## src/rtl/core_irq_pkg.sv

```systemverilog
package core_irq_pkg;

    localparam int NUM_VEC  = 16;
    localparam int GEN_BASE = 4;
    localparam int VEC_W    = $clog2(NUM_VEC);

    localparam int VEC_SRST = 0;
    localparam int VEC_NMI  = 1;

    typedef enum logic [2:0] {
        RA_ENABLE = 3'd0,
        RA_SET    = 3'd1,
        RA_CLEAR  = 3'd2,
        RA_CTRL   = 3'd3,
        RA_SAVE   = 3'd4
    } reg_addr_e;

    typedef struct packed {
        logic shadow;
        logic gie;
    } ctrl_t;

    typedef struct packed {
        logic             vld;
        logic [VEC_W-1:0] vec;
    } pick_t;

endpackage

```

## src/rtl/irq_pend_flags.sv

```systemverilog
module irq_pend_flags #(
    parameter int NVEC  = 16,
    parameter int GBASE = 4,
    localparam int NGEN = NVEC - GBASE
) (
    input  logic            clk_i,
    input  logic            rst_i,
    input  logic [NGEN-1:0] lvl_i,
    input  logic            srst_lvl_i,
    input  logic            nmi_lvl_i,
    input  logic [NVEC-1:0] sw_set_i,
    input  logic [NVEC-1:0] sw_clr_i,
    input  logic [NVEC-1:0] take_oh_i,
    output logic [NVEC-1:0] pend_o
);

    logic            srst_d, nmi_d;
    logic            srst_rise, nmi_rise;
    logic [NVEC-1:0] pend_q;
    logic [NVEC-1:0] pend_nxt;

    assign srst_rise = srst_lvl_i & ~srst_d;
    assign nmi_rise  = nmi_lvl_i  & ~nmi_d;

    always_ff @(posedge clk_i) begin
        if (rst_i) begin
            srst_d <= 1'b0;
            nmi_d  <= 1'b0;
        end else begin
            srst_d <= srst_lvl_i;
            nmi_d  <= nmi_lvl_i;
        end
    end

    for (genvar b = 0; b < NVEC; b++) begin : g_bit
        if (b == 0) begin : g_srst
            assign pend_nxt[b] = (pend_q[b] | srst_rise) & ~take_oh_i[b];
        end else if (b == 1) begin : g_nmi
            assign pend_nxt[b] = (pend_q[b] | nmi_rise) & ~take_oh_i[b];
        end else if (b < GBASE) begin : g_rsvd
            assign pend_nxt[b] = 1'b0;
        end else begin : g_gen
            assign pend_nxt[b] = (pend_q[b] | lvl_i[b-GBASE] | sw_set_i[b])
                               & ~(sw_clr_i[b] | take_oh_i[b]);
        end
    end

    always_ff @(posedge clk_i) begin
        if (rst_i) pend_q <= '0;
        else       pend_q <= pend_nxt;
    end

    assign pend_o = pend_q;

endmodule

```

## src/rtl/irq_ctrl_regs.sv

```systemverilog
module irq_ctrl_regs
    import core_irq_pkg::*;
#(
    parameter int NVEC  = 16,
    parameter int GBASE = 4,
    localparam int NGEN = NVEC - GBASE
) (
    input  logic            clk_i,
    input  logic            rst_i,
    input  logic            wr_ena_i,
    input  logic [NGEN-1:0] ena_wdata_i,
    input  logic            wr_ctrl_i,
    input  ctrl_t           ctrl_wdata_i,
    input  logic            wr_save_i,
    input  logic            take_i,
    input  logic            ret_i,
    output logic [NVEC-1:0] ena_o,
    output ctrl_t           ctrl_o
);

    logic [NGEN-1:0] gen_ena_q;
    ctrl_t           ctrl_q;

    always_ff @(posedge clk_i) begin
        if (rst_i)         gen_ena_q <= '0;
        else if (wr_ena_i) gen_ena_q <= ena_wdata_i;
    end

    // take outranks return, which outranks software writes
    always_ff @(posedge clk_i) begin
        if (rst_i) begin
            ctrl_q <= '0;
        end else if (take_i) begin
            ctrl_q.shadow <= ctrl_q.gie;
            ctrl_q.gie    <= 1'b0;
        end else if (ret_i) begin
            ctrl_q.gie    <= ctrl_q.shadow;
        end else if (wr_ctrl_i) begin
            ctrl_q        <= ctrl_wdata_i;
        end else if (wr_save_i) begin
            ctrl_q.gie    <= 1'b0;
        end
    end

    for (genvar b = 0; b < GBASE; b++) begin : g_fixed
        if (b == VEC_SRST || b == VEC_NMI) begin : g_on
            assign ena_o[b] = 1'b1;
        end else begin : g_off
            assign ena_o[b] = 1'b0;
        end
    end
    assign ena_o[NVEC-1:GBASE] = gen_ena_q;
    assign ctrl_o              = ctrl_q;

endmodule

```

## src/rtl/irq_prio_pick.sv

```systemverilog
module irq_prio_pick #(
    parameter int NVEC  = 16,
    parameter int GBASE = 4,
    localparam int VW   = $clog2(NVEC)
) (
    input  logic [NVEC-1:0] pend_i,
    input  logic [NVEC-1:0] ena_i,
    input  logic            gie_i,
    output logic            vld_o,
    output logic [VW-1:0]   vec_o
);

    logic [NVEC-1:0] elig;

    for (genvar b = 0; b < NVEC; b++) begin : g_elig
        if (b < 2) begin : g_nomask
            assign elig[b] = pend_i[b];
        end else if (b < GBASE) begin : g_rsvd
            assign elig[b] = 1'b0;
        end else begin : g_gen
            assign elig[b] = pend_i[b] & ena_i[b] & gie_i;
        end
    end

    // scan from the top down so the lowest eligible number is left standing
    always_comb begin
        vld_o = 1'b0;
        vec_o = '0;
        for (int i = NVEC - 1; i >= 0; i--) begin
            if (elig[i]) begin
                vld_o = 1'b1;
                vec_o = VW'(i);
            end
        end
    end

endmodule

```

## src/rtl/core_irq_sel.sv

```systemverilog
module core_irq_sel
    import core_irq_pkg::*;
#(
    parameter int  NVEC  = NUM_VEC,
    parameter int  GBASE = GEN_BASE,
    localparam int NGEN  = NVEC - GBASE,
    localparam int VW    = $clog2(NVEC)
) (
    input  logic            clk_i,
    input  logic            rst_i,
    input  logic [NGEN-1:0] gen_req_i,
    input  logic            sreset_req_i,
    input  logic            nmi_req_i,
    input  logic            ret_i,
    input  logic            reg_wr_i,
    input  logic [2:0]      reg_addr_i,
    input  logic [NVEC-1:0] reg_wdata_i,
    output logic [NVEC-1:0] reg_rdata_o,
    output logic            take_o,
    output logic [VW-1:0]   take_vec_o
);

    reg_addr_e       addr;
    logic [NVEC-1:0] pend;
    logic [NVEC-1:0] ena;
    ctrl_t           ctrl;
    logic            pick_vld;
    logic [VW-1:0]   pick_vec;
    logic [NVEC-1:0] take_oh;
    logic [NVEC-1:0] gen_mask;
    logic [NVEC-1:0] sw_set, sw_clr;
    logic            wr_ena, wr_ctrl, wr_save;
    logic            take_q;
    logic [VW-1:0]   take_vec_q;

    assign addr = reg_addr_e'(reg_addr_i);

    for (genvar b = 0; b < NVEC; b++) begin : g_mask
        assign gen_mask[b] = (b >= GBASE);
        assign take_oh[b]  = pick_vld && (pick_vec == VW'(b));
    end

    assign wr_ena  = reg_wr_i && (addr == RA_ENABLE);
    assign wr_ctrl = reg_wr_i && (addr == RA_CTRL);
    assign wr_save = reg_wr_i && (addr == RA_SAVE);
    assign sw_set  = (reg_wr_i && addr == RA_SET)   ? (reg_wdata_i & gen_mask) : '0;
    assign sw_clr  = (reg_wr_i && addr == RA_CLEAR) ? (reg_wdata_i & gen_mask) : '0;

    irq_pend_flags #(.NVEC(NVEC), .GBASE(GBASE)) u_pend (
        .clk_i      (clk_i),
        .rst_i      (rst_i),
        .lvl_i      (gen_req_i),
        .srst_lvl_i (sreset_req_i),
        .nmi_lvl_i  (nmi_req_i),
        .sw_set_i   (sw_set),
        .sw_clr_i   (sw_clr),
        .take_oh_i  (take_oh),
        .pend_o     (pend)
    );

    irq_ctrl_regs #(.NVEC(NVEC), .GBASE(GBASE)) u_ctrl (
        .clk_i        (clk_i),
        .rst_i        (rst_i),
        .wr_ena_i     (wr_ena),
        .ena_wdata_i  (reg_wdata_i[NVEC-1:GBASE]),
        .wr_ctrl_i    (wr_ctrl),
        .ctrl_wdata_i (ctrl_t'(reg_wdata_i[1:0])),
        .wr_save_i    (wr_save),
        .take_i       (pick_vld),
        .ret_i        (ret_i),
        .ena_o        (ena),
        .ctrl_o       (ctrl)
    );

    irq_prio_pick #(.NVEC(NVEC), .GBASE(GBASE)) u_pick (
        .pend_i (pend),
        .ena_i  (ena),
        .gie_i  (ctrl.gie),
        .vld_o  (pick_vld),
        .vec_o  (pick_vec)
    );

    always_ff @(posedge clk_i) begin
        if (rst_i) begin
            take_q     <= 1'b0;
            take_vec_q <= '0;
        end else begin
            take_q     <= pick_vld;
            take_vec_q <= pick_vld ? pick_vec : take_vec_q;
        end
    end

    always_comb begin
        case (addr)
            RA_ENABLE:         reg_rdata_o = ena;
            RA_SET, RA_CLEAR:  reg_rdata_o = pend;
            RA_CTRL, RA_SAVE:  reg_rdata_o = NVEC'(ctrl);
            default:           reg_rdata_o = '0;
        endcase
    end

    assign take_o     = take_q;
    assign take_vec_o = take_vec_q;

endmodule

```

## config.mk

```make
export PLATFORM = sky130hd
export DESIGN_NAME = core_irq_sel
export DESIGN_NICKNAME = d
export VERILOG_FILES = /design/src/rtl/core_irq_pkg.sv /design/src/rtl/irq_pend_flags.sv /design/src/rtl/irq_ctrl_regs.sv /design/src/rtl/irq_prio_pick.sv /design/src/rtl/core_irq_sel.sv
export SDC_FILE = /design/constraint.sdc
export NUM_CORES = 1
export LEC_CHECK = 0
export BUFFER_PORTS_ARGS = -buffer_cell sky130_fd_sc_hd__buf_2
export CAP_MARGIN = 10
export CORE_MARGIN = 4
export CORE_UTILIZATION = 52
export CTS_CLUSTER_SIZE = 8
export DETAILED_ROUTE_END_ITERATION = 7
export GPL_ROUTABILITY_DRIVEN = 1
export PLACE_DENSITY = 0.78
export SLEW_MARGIN = 20
export SYNTH_ARGS = -nofsm -noshare
export SYNTH_HDL_FRONTEND = slang
export SYNTH_SLANG_ARGS = --single-unit
```

## constraint.sdc

```tcl
create_clock -name clk_i -period 2.1 [get_ports clk_i]
set_input_delay 0.42 -clock clk_i [delete_from_list [all_inputs] [get_ports clk_i]]
set_output_delay 0.42 -clock clk_i [all_outputs]
set_load 0.02 [all_outputs]
```

Yosys cells after proc, flatten, opt, wreduce, memory -nomap -nowiden
Cells that the tools add are included.
{ "classes": {"n_reduce_logical": 27, "n_mux": 37, "bitwise": 94, "n_eq_ne": 18} }
{ "op_table": {"columns": ["cell", "count"], "rows": [
  ["$mux W4", 14],
  ["$pmux W16 S3", 1],
  ["$and A1 B1 Y1", 40],
  ["$or A1 B1 Y1", 38],
  ["$eq A4 B4 Y1 const B", 8],
  ["$mux W16", 2],
  ["$logic_and A1 B1 Y1", 19],
  ["$mux W1", 19],
  ["$eq A4 B3 Y1 const B", 4],
  ["$not A1 Y1", 16],
  ["$eq A3 B2 Y1 const B", 2],
  ["$reduce_or A2 Y1", 3],
  ["$eq A4 B1 Y1 const B", 1],
  ["$logic_not A4 Y1", 1],
  ["$eq A3 B1 Y1 const B", 1],
  ["$eq A3 B3 Y1 const B", 1],
  ["$logic_not A3 Y1", 1],
  ["$reduce_bool A3 Y1", 1],
  ["$mux W2", 1],
  ["$ne A2 B1 Y1 const B", 1],
  ["$reduce_and A2 Y1", 1],
  ["$reduce_bool A2 Y1", 1]
]} }
{ "totals": {"output_inout_bits": 21, "input_bits": 37, "reg_bits": 37} }

Logic depth before layout (Yosys ltp)
{ "logic_depth": {"word_depth": 21, "mapped_depth": 7, "mapped_depth_nobuf": 5} }

By module
A second synthesis with hierarchy kept.
{ "hier_totals": {"cells_unflattened": 284, "area_unflattened_um2": 2456.1} }
{ "by_module_without_submodules": {"columns": ["module", "instances", "cells_each", "area_each_um2"], "rows": [
  ["core_irq_sel", 1, 138, 943.4],
  ["irq_pend_flags", 1, 52, 688.2],
  ["irq_ctrl_regs", 1, 55, 586.8],
  ["irq_prio_pick", 1, 39, 237.7]
]} }

Worst setup path after synthesis
OpenSTA, ideal clock, no wires.
{ "synth_path": {"path_kind": "input-to-output", "startpoint": "in reg_addr_i[0]", "endpoint": "out reg_rdata_o[6]", "t_required_ps": 1680, "cell_stages": 5, "n_path_buf": 2, "t_arrival_ps": 1438, "setup_slack_ps": 242, "cell_sequence": "clkbuf_1 nor2b_1 buf_2 a21oi_1 nor2_1"} }
{ "synth_between": {"elab_chain_cells": 3, "elab_cells_between_ends": 8} }
{ "synth_rtl": {"columns": ["element", "line_no", "rtl"], "rows": [
  ["start, declared", "core_irq_sel.sv:16", "input logic [2:0] reg_addr_i,"],
  ["$eq A3 B2 Y1 (tied with other cells)", "core_irq_sel.sv:94", "case (addr)"],
  ["$reduce_or A2 Y1", "core_irq_sel.sv:94", null],
  ["$pmux W16 S3 *", "core_irq_sel.sv:94", null],
  ["end, declared", "core_irq_sel.sv:18", "output logic [NVEC-1:0] reg_rdata_o,"]
]} }
Mark *: on every way between the ends. The rest lies on a longest branch, timed or not.

Final worst setup path
{ "layout_path": {"startpoint": "reg u_pend.pend_q[1], in the netlist u_pend.pend_o[1]", "endpoint": "out reg_rdata_o[1]"} }
{ "layout_between": {"elab_chain_cells": 1} }
{ "layout_rtl": {"columns": ["element", "line_no", "rtl"], "rows": [
  ["start, declared", "irq_pend_flags.sv:19", "logic [NVEC-1:0] pend_q;"],
  ["start signal, assigned", "irq_pend_flags.sv:50", "else pend_q <= pend_nxt;"],
  ["$pmux W16 S3", "core_irq_sel.sv:94", null]
]} }
Every way passes these cells.

==> results.yml <==
power_and_ir_drop:
  p_sw_w: 0.000419
  pwr-share-clk_pct: 33.5
  power.leakage_nw: 1.05
  p_per_area_nw_per_um2: 598
  swShare_pct: 28.3
  combPwrFrac_pct: 17.8
  power.internal_w: 0.00106
  power_w: 0.00148
  pwr-share-seq_pct: 48.8
  ir_drop_uv: 468
clock_network:
  clock_sinks: 35
  cts_root_buffer: "clkbuf_8"
  cts_tree: "yes"
  clock_latency_ns: 0.29
  path_clk_slew_ns: 0.07
  cts.htree.levels: 2
  cts_hold_buf: 0
  cts_buffer_depth: 2
  cts-buffers-inserted: 5
routing:
  drtPass1Iterations: 5
  drtIter0Drc: 195
  drt_wl_total_mm: 5.64
  drc: 0
  vias_per_cell: 5.75
  vias: 2112
  wl_per_cell_um: 15.4
  ant_nets: 0
worst_setup_path:
  crit_path_start_kind: "flip-flop"
  cp_max_fo: 5
  path_cells: "inv_1, maj3_1, o21ai_0, buf_2"
  worst_ep_required_time_ns: 1.68
  crit_type: "reg -> out"
  crit_path_max_incr_delay_ns: 0.43
  critPathTopFamily: "flip-flops"
  crit_path_top_delay_cell: "dfxtp_1"
  crit_buf_inv: 2
  crit_path_end_kind: "primary output"
  arrival_ns: 1.48
global_route:
  grt_max_degree: 36
  grt_pass1_wl_mm: 9.25
  overflow: 0
  grt_pass1_vias: 1935
  antenna_found_initial: 0
  grtUsageTotal_pct: 22.8
cells_and_area:
  num_antenna_cells: 0
  fin_nets: 356
  multi_input_area_um2: 1240
  syn_to_final_growth_pct: 21.5
  nFillCells: 351
  drive_gt1_share_pct: 27.0
  final_util_pct: 66.8
  seqCellArea_um2: 701
sta:
  hold_viol_final: 0
  skew_ns: 0.00894
  whs_ns: 0.376
  drv_slew: 0
  finalSetupTns_ns: 0
  finalCritPeriodShare_pct: 90.5
  rsz0062_at_grt: "no"
  relSlewSlack_pct: 58.4
  layout_min_cycle_time_ns: 1.90
  tightestPinTransition_ns: 0.625
  setup_viol: 0
  fmax_ghz: 0.526
hold_path:
  hp-class: "in -> reg"
die:
  die_area_um2: 4990
  io_pins: 58
  coreArea_um2: 3720
  die_x_um: 70.7
  rows: 22
  fp.dieH_um: 70.7
  start_util_pct: 54.9
synth:
  muxShareOfSynthArea_pct: 6.37
  synth_cell_types: 42
  postSynthAreaPerCell_um2: 7.76
  synth_top_family_by_area: "compound AO/OA/AOI/OAI gates"
  synth_xor_area_share_pct: 0
  yosysWarnings: 0
  syn_area_um2: 2040
  ys_seq_elements: 35
  yosysSeqAreaShare_pct: 34.3
  syn_inst: 263
  yosys.area_share.simple_pct: 22.3
  synthAdderAreaFrac_pct: 0.980
  synth-compound-area-share_pct: 30.5
place:
  dp_hpwl_mm: 4.10
  gp_congestion: 0.916
  portBuffers: 53
status:
  outcome: "finished, final reports clean"
run:
  drv_cap: 0
-- per-stage QoR --
step | instances | worst slack, ns | instance area (um2)
after floorplan | 264 | 0.242 | 2050
after global placement | 360 | 0.0560 | 2390
after detailed placement | 360 | 0.0377 | 2390
after CTS | 367 | 0.0324 | 2480
after global routing | 367 | 0.121 | 2480
final | 367 | 0.199 | 2480
-- layout make-up --
type | instances | share of cell area (%)
clock buffers | 6 | 3.33
repair buffers | 67 | 15.4
flip-flops and latches | 35 | 28.2
clock inverters | 1 | 0.202
multi-input cells | 207 | 49.9
inverters | 3 | 0.454
well taps | 48 | 2.42
-- flip-flops by register name, summed over array words and instances (netlist names) --
name              count
u_ctrl.ctrl_o         2
take_vec_o            4
u_pend.pend_o        14
u_pend.srst_d         1
u_pend.nmi_d          1
u_ctrl.gen_ena_q     12
take_o                1
-- synth_stat cells, drive strengths merged --
master	count	area (um2)
inv	3	11.3
o41a	1	12.5
conb	1	3.75
or2	1	6.26
a211oi	15	113
o21a	2	15.0
dfxtp	35	701
buf	10	63.8
a211o	8	70.1
a21oi	34	174
maj3	2	20.0
nor2b	4	25.0
o31a	2	17.5
a2111oi	2	17.5
and2	3	18.8
nand3	2	15.0
nand2	45	169
a31oi	2	12.5
o21ai	8	47.6
o2bb2ai	1	8.76
clkbuf	9	33.8
nor3b	5	42.5
a21boi	1	7.51
a22oi	1	7.51
mux2i	13	130
nor2	33	124
o311a	2	22.5
or3	2	12.5
o2111ai	1	8.76
nor3	4	20.0
nand2b	1	13.8
or3b	1	8.76
a22o	6	53.8
a32o	2	20.0
o221ai	1	15.0
-- power by group through the flow --
stage	logic (W)	clock network (W)	registers, W
finish	0.000264	0.000496	0.000723
global placement	0.000256	0	0.000736
global route	0.000291	0.000518	0.000727
floorplan	0.000162	0	0.000735
CTS	0.000263	0.000499	0.000722
detailed placement	0.000261	0	0.000737
-- timing repair --
action                     4_1_cts  5_1_grt
gates resized for setup          0        1
setup buffers                    0        0
setup endpoints to repair        0       12
-- kinds of logic after synthesis --
logic type	count (synthesis)
AO/OA/AOI/OAI	89
AND/OR/NAND/NOR	101
flip-flops	35
adder cells (fa/ha/maj)	2
other	1
buffers and inverters	22
multiplexers	13
-- worst paths after layout --
kind,startpoint,end,slack [ns],depth (start not counted)
worst max-delay path,u_pend.pend_o[1]$_SDFF_PP0_,reg_rdata_o[1],0.20,4
worst min-delay path,sreset_req_i,u_pend.srst_d$_SDFF_PP0_,0.38,2
worst max register to register,u_ctrl.gen_ena_q[7]$_SDFFE_PP0P_,u_pend.pend_o[9]$_SDFF_PP0_,0.34,5
worst min register to register,u_pend.srst_d$_SDFF_PP0_,u_pend.pend_o[0]$_SDFF_PP0_,0.41,1
-- metal layers --
metal	vias up	global-route usage (%)	wire, um
met3	11	2.84	463
li1	1059	-	-
met5	-	0	0
met1	952	32.9	2560
met4	0	7.93	78
met2	90	35.0	2530
-- placed cells by master, fill, tap and decap left out, types with 2 or more instances in the layout --
cell,synthesis,routed
buf_2,6,53
nand2_1,45,45
dfxtp_1,35,35
nor2_1,33,33
a21oi_1,33,33
a211oi_1,15,15
mux2i_1,13,13
buf_4,3,13
a211o_1,8,8
o21ai_0,6,6
clkbuf_8,0,6
a22o_1,5,5
nor3_1,4,4
nor3b_1,4,4
inv_1,3,3
and2_1,3,3
nor2b_1,4,3
maj3_1,2,2
or3_1,2,2
o21ai_2,2,2
o21a_1,2,2
a2111oi_0,2,2
a32o_1,2,2
a31oi_1,2,2
o311a_2,2,2
o31a_1,2,2
conb_1,1,2
Power figures use the tool's default switching activity.
